`config.mk`:
```
export PLATFORM = sky130hd
export DESIGN_NAME = fast_irq_sel
export DESIGN_NICKNAME = d
export VERILOG_FILES = /design/src/rtl/fsel_pkg.sv /design/src/rtl/fsel_ctrl_reg.sv /design/src/rtl/fsel_flatten.sv /design/src/rtl/fsel_route.sv /design/src/rtl/fast_irq_sel.sv
export SDC_FILE = /design/constraint.sdc
export NUM_CORES = 1
export LEC_CHECK = 0
export BUFFER_PORTS_ARGS = -buffer_cell sky130_fd_sc_hd__buf_2
export CORE_AREA = 2 2 113 115
export CTS_CLUSTER_DIAMETER = 60
export DETAILED_ROUTE_END_ITERATION = 16
export DIE_AREA = 0 0 115 117
export GPL_ROUTABILITY_DRIVEN = 1
export PLACE_DENSITY_LB_ADDON = 0.1
export SETUP_SLACK_MARGIN = 0.02
export SLEW_MARGIN = 25
export SYNTH_ARGS = -nofsm -noshare
export SYNTH_HDL_FRONTEND = slang
export SYNTH_SLANG_ARGS = --single-unit
```
`constraint.sdc`:
```
create_clock -name clk_i -period 4.5 [get_ports clk_i]
set_input_delay 0.675 -clock clk_i [delete_from_list [all_inputs] [get_ports clk_i]]
set_output_delay 0.675 -clock clk_i [all_outputs]
set_load 0.1 [all_outputs]
```
`src/rtl/fsel_pkg.sv`:
```
package fsel_pkg;
  localparam int unsigned B1_N    = 32;
  localparam int unsigned B2_N    = 32;
  localparam int unsigned B0_N    = 8;
  localparam int unsigned N_SRC   = B1_N + B2_N + B0_N;
  localparam int unsigned IDX_W   = 7;
  localparam int unsigned DATA_W  = 32;
  localparam int unsigned ADDR_W  = 8;
  localparam logic [ADDR_W-1:0] CTRL_OFF = 8'h0C;

  typedef struct packed {
    logic             en;
    logic [IDX_W-1:0] idx;
  } fsel_cfg_t;

  localparam int unsigned CFG_W = $bits(fsel_cfg_t);
endpackage

```
`src/rtl/fsel_ctrl_reg.sv`:
```
module fsel_ctrl_reg
  import fsel_pkg::*;
(
  input  logic              clk_i,
  input  logic              rst_ni,
  input  logic              wr_en_i,
  input  logic [ADDR_W-1:0] wr_addr_i,
  input  logic [DATA_W-1:0] wr_data_i,
  output fsel_cfg_t         cfg_o,
  output logic [DATA_W-1:0] rd_data_o
);
  fsel_cfg_t cfg_q;
  logic      unused_hi;

  assign unused_hi = ^wr_data_i[DATA_W-1:CFG_W];

  always_ff @(posedge clk_i or negedge rst_ni) begin
    if (!rst_ni) begin
      cfg_q <= '0;
    end else if (wr_en_i && (wr_addr_i == CTRL_OFF)) begin
      cfg_q <= fsel_cfg_t'(wr_data_i[CFG_W-1:0]);
    end
  end

  assign cfg_o     = cfg_q;
  assign rd_data_o = {{(DATA_W-CFG_W){1'b0}}, cfg_q};
endmodule

```
`src/rtl/fsel_flatten.sv`:
```
module fsel_flatten
  import fsel_pkg::*;
(
  input  logic [B1_N-1:0]  bank1_raw_i,
  input  logic [B2_N-1:0]  bank2_raw_i,
  input  logic [B0_N-1:0]  bank0_raw_i,
  input  logic [B1_N-1:0]  bank1_en_i,
  input  logic [B2_N-1:0]  bank2_en_i,
  input  logic [B0_N-1:0]  bank0_en_i,
  output logic [N_SRC-1:0] flat_raw_o,
  output logic             irq_o
);
  logic [N_SRC-1:0] flat_en;

  // flat order: first bank, second bank, base bank
  assign flat_raw_o = {bank0_raw_i, bank2_raw_i, bank1_raw_i};
  assign flat_en    = {bank0_en_i, bank2_en_i, bank1_en_i};
  assign irq_o      = |(flat_raw_o & flat_en);
endmodule

```
`src/rtl/fsel_route.sv`:
```
module fsel_route
  import fsel_pkg::*;
(
  input  fsel_cfg_t        cfg_i,
  input  logic [N_SRC-1:0] flat_raw_i,
  output logic [N_SRC-1:0] route_o,
  output logic             fiq_o
);
  for (genvar i = 0; i < N_SRC; i++) begin : g_dec
    assign route_o[i] = cfg_i.en && (cfg_i.idx == IDX_W'(i));
  end

  assign fiq_o = |(route_o & flat_raw_i);
endmodule

```
`src/rtl/fast_irq_sel.sv`:
```
module fast_irq_sel
  import fsel_pkg::*;
(
  input  logic              clk_i,
  input  logic              rst_ni,
  input  logic              wr_en_i,
  input  logic [ADDR_W-1:0] wr_addr_i,
  input  logic [DATA_W-1:0] wr_data_i,
  output logic [DATA_W-1:0] rd_data_o,
  input  logic [B1_N-1:0]   bank1_raw_i,
  input  logic [B2_N-1:0]   bank2_raw_i,
  input  logic [B0_N-1:0]   bank0_raw_i,
  input  logic [B1_N-1:0]   bank1_en_i,
  input  logic [B2_N-1:0]   bank2_en_i,
  input  logic [B0_N-1:0]   bank0_en_i,
  output logic              fiq_o,
  output logic              irq_o,
  output logic [N_SRC-1:0]  route_o
);
  fsel_cfg_t        cfg;
  logic [N_SRC-1:0] flat_raw;

  fsel_ctrl_reg u_reg (
    .clk_i     (clk_i),
    .rst_ni    (rst_ni),
    .wr_en_i   (wr_en_i),
    .wr_addr_i (wr_addr_i),
    .wr_data_i (wr_data_i),
    .cfg_o     (cfg),
    .rd_data_o (rd_data_o)
  );

  fsel_flatten u_flat (
    .bank1_raw_i (bank1_raw_i),
    .bank2_raw_i (bank2_raw_i),
    .bank0_raw_i (bank0_raw_i),
    .bank1_en_i  (bank1_en_i),
    .bank2_en_i  (bank2_en_i),
    .bank0_en_i  (bank0_en_i),
    .flat_raw_o  (flat_raw),
    .irq_o       (irq_o)
  );

  fsel_route u_route (
    .cfg_i      (cfg),
    .flat_raw_i (flat_raw),
    .route_o    (route_o),
    .fiq_o      (fiq_o)
  );
endmodule

```
==> key figures <==
Run status
  • Status: finished, final reports clean

STA
  • Worst-Margin Slew: around 0.74 ns
  • RSZ-0062 raised after global routing: false
  • Final setup viols: 0
  • Worst Skew: 0 ns
  • Final WS setup: between 0.7 and 0.8 ns
  • F_max: between 0.2 and 0.3 GHz
  • Period utilisation layout: between 80% and 90%
  • Clock period minus worst slack: around 3.7 ns
  • Final Hold Vio Count: 0
  • Max-slew headroom: 50.86%
  • Final Max Tran Viols: 0
  • Setup TNS: 0 ns

Finish
  • Final non-filler cell total: slightly below 700
  • Antenna diode instance count: 0
  • Nets: ~730
  • Synth-to-layout area growth: 60.89%
  • Most frequent cells in the layout: buf_2, nor2_1, conb_1, nand2_1, a22oi_1
  • Share of layout cells above drive strength 1: 51.84%
  • Max reg flops: 8
  • Commonest non-fill, non-tap cell in the layout: buf_2

Synthesis
  • Syn. warnings: 0
  • Main combinational cell family by area after synthesis: simple AND/OR/NAND/NOR gates
  • Simple-gate share of the synthesized area: roughly two fifths
  • Synthesized area: roughly 2200 um^2
  • Synth unique cells: 55
  • Post-synth EDFFs: 0
  • Asr flop ratio synth: 100.0%
  • Cell count after synthesis: around 320
  • Post-Synth Adder-Cell Area: 0%
  • Post-Synth XOR/XNOR Area: 0%
  • Most used flip-flop cell after synthesis: dfrtp_1
  • Syn Area/Cell: about 7 um^2
  • Register area share after synthesis: roughly 9%
  • Synth Register Bits: 8
  • Mux cell area share after synthesis: 11.98%
  • Synth Area in Compound Gates: around a quarter

Min path
  • Worst Hold Class: in -> async

Critical path
  • Worst r2r src: u_reg.cfg_o[2]$_DFFE_PN0P_
  • CP max stage delay: about 0.8 ns
  • Crit Path Category: reg -> out
  • Kind of end point of the critical path: output pin
  • CP max-delay cell: dfrtp_1
  • Crit-path leading delay family: simple AND/OR/NAND/NOR gates
  • CP Max Fanout: 18
  • Setup slack, reg-to-reg: between 3 and 4 ns
  • Worst setup startpoint: u_reg.cfg_o[2]$_DFFE_PN0P_
  • CP Launch Type: register
  • Worst reg-to-reg path cell count: 1
  • CP Capture Point: fiq_o
  • WP buf/inv: 1
  • CP Depth: 7
  • Crit path cell chain: nand3_2 -> or4_1 -> a21boi_1 -> a2111oi_0 -> and4_1 -> nand4_1 -> buf_2
  • Worst EP arrival: around 3 ns
  • Worst r2r dst: u_reg.cfg_o[2]$_DFFE_PN0P_
  • Critical path data required time: around 3.8 ns

Clock network
  • Setup Fix Bufs, Post-CTS: 0
  • Clk pin slew, worst setup/hold paths: approximately 0.040 ns
  • CTS root buffer: clkbuf_16
  • Clk Latency, worst-skew pair: 0.23 ns
  • CTS Hold Bufs: 0
  • CTS tree: yes
  • Num CTS Buffers: 3
  • Max Buffers Root-to-Sink: 2
  • Resized Gates After CTS: 0
  • H-tree Lvls: 1
  • Sink Count: 8

Routing
  • DRT antenna net count: 0
  • Initial DRC count: between 150 and 200
  • Routed length per instance: ~20 um
  • Detailed Routing Iterations Pass 1: 4
  • Via/cell ratio: between 4 and 5
  • Total wire length: between 10000 and 15000 um
  • Via count: 3384
  • DRC: 0

GRT
  • GRT Max-Usage Layer: met2
  • Met3 Use GR: under 10%
  • First-pass GRT wire length: 19810 um
  • Global Route Usage Sum: about 20%
  • Total gr overflow: 0
  • GRT met2 Usage: about a third
  • Met1 Track Usage GR: roughly a quarter
  • Largest net degree at the start of global routing: 19
  • Antenna violations before repair: 0
  • Vias in the first global route: 3344

Floorplanning
  • Core area: 12310 um^2
  • Overall die height: about 120 um
  • Die ar.: 13460 um^2
  • Die Wd: about 120 um
  • Num rows: 41
  • Initial Util: 17.64%
  • IO Pins: 293

Power
  • VDD IR max: 176.5 uV
  • Total Power: ~0.56 mW
  • Power Dens Cells: 160.1 nW/um^2
  • Static leakage power: 1.815 nW

Placement
  • Post-DP HPWL: 11940 um
  • Pre-CTS setup slack: approximately 1.1 ns
  • Placed insts: just under 700
  • Placer congestion estimate: 0.8877
  • Input/output buffers: approximately 240

Flow run
  • Max-cap violation count: 0
## final cells by class
type                       count  area, um^2
fill                        1415        8817
multi-input combinational    283        1777
timing repair buffer         247        1244
sequential                     8       200.2
tap                          150       187.7
clock buffer                   3       75.07
inverter                       3       11.26
## cells in the mapped netlist, drive strengths merged (2+ instances only)
library cell | instances | area [um^2]
mux2i | 8 | 80.08
nand4 | 7 | 43.79
or3 | 2 | 12.51
clkbuf | 3 | 11.26
nor2 | 74 | 280.3
and2 | 2 | 12.51
o22ai | 4 | 25.02
nand2 | 22 | 82.58
buf | 41 | 282.8
a2111oi | 2 | 17.52
and3b | 2 | 17.52
o21ai | 5 | 25.02
nor2b | 3 | 21.27
nor4b | 3 | 32.53
and3 | 2 | 12.51
and4bb | 2 | 28.78
and4 | 3 | 26.28
or3b | 3 | 26.28
nor4 | 2 | 12.51
a21oi | 5 | 25.02
mux4 | 2 | 45.04
inv | 2 | 7.510
a221oi | 14 | 122.6
nor3b | 4 | 45.05
or2 | 4 | 27.53
nand2b | 3 | 18.77
a22oi | 19 | 142.6
nand4b | 2 | 17.52
a32oi | 4 | 35.03
a22o | 12 | 105.1
nand3 | 17 | 90.09
nor3 | 8 | 40.04
mux2 | 12 | 135.1
dfrtp | 8 | 200.2
## worst min-delay path by stage
stage           start                         end  slack (ns)  cells after the start
6_report       rst_ni  u_reg.cfg_o[6]$_DFFE_PN0P_        0.28                      1
5_1_grt        rst_ni  u_reg.cfg_o[6]$_DFFE_PN0P_        0.29                      1
4_1_cts        rst_ni  u_reg.cfg_o[6]$_DFFE_PN0P_        0.28                      1
3_5_place_dp   rst_ni  u_reg.cfg_o[6]$_DFFE_PN0P_        0.53                      1
3_3_place_gp   rst_ni  u_reg.cfg_o[6]$_DFFE_PN0P_        0.53                      1
2_1_floorplan  rst_ni  u_reg.cfg_o[0]$_DFFE_PN0P_        0.38                      0
## layer usage
metal / vias to the layer above / wire [um] / part of all wire [%]
li1: 1598 / - / -
met1: 1589 / 5955 / 43
met2: 188 / 6628 / 48
met3: 9 / 1248 / 9.0
met4: 0 / 95 / 0.68
met5: - / 0 / 0
## kinds of logic after synthesis
logic type	count (synthesis)
other cells	1
buf+inv	47
mux	22
compound gates	69
flops	8
simple gates	168
## power by group
part           total (mW)  leakage (nW)  switching, mW  internal, mW
logic               0.320          1.67          0.223        0.0966
clock network       0.147        0.0370         0.0330         0.114
registers          0.0923         0.110         0.0168        0.0755
total               0.559          1.81          0.273         0.287
## through the flow
step	instance area, um^2	util, %	hold slack (ns)
2_1_floorplan	2282	-	0.3794
3_3_place_gp	3420	27.77	0.5268
3_5_place_dp	3420	27.77	0.5255
4_1_cts	3495	28.38	0.2829
5_1_grt	3495	28.38	0.2871
6_report	3495	28.38	0.2788
Note: power is estimated with default switching activity, not from simulation.
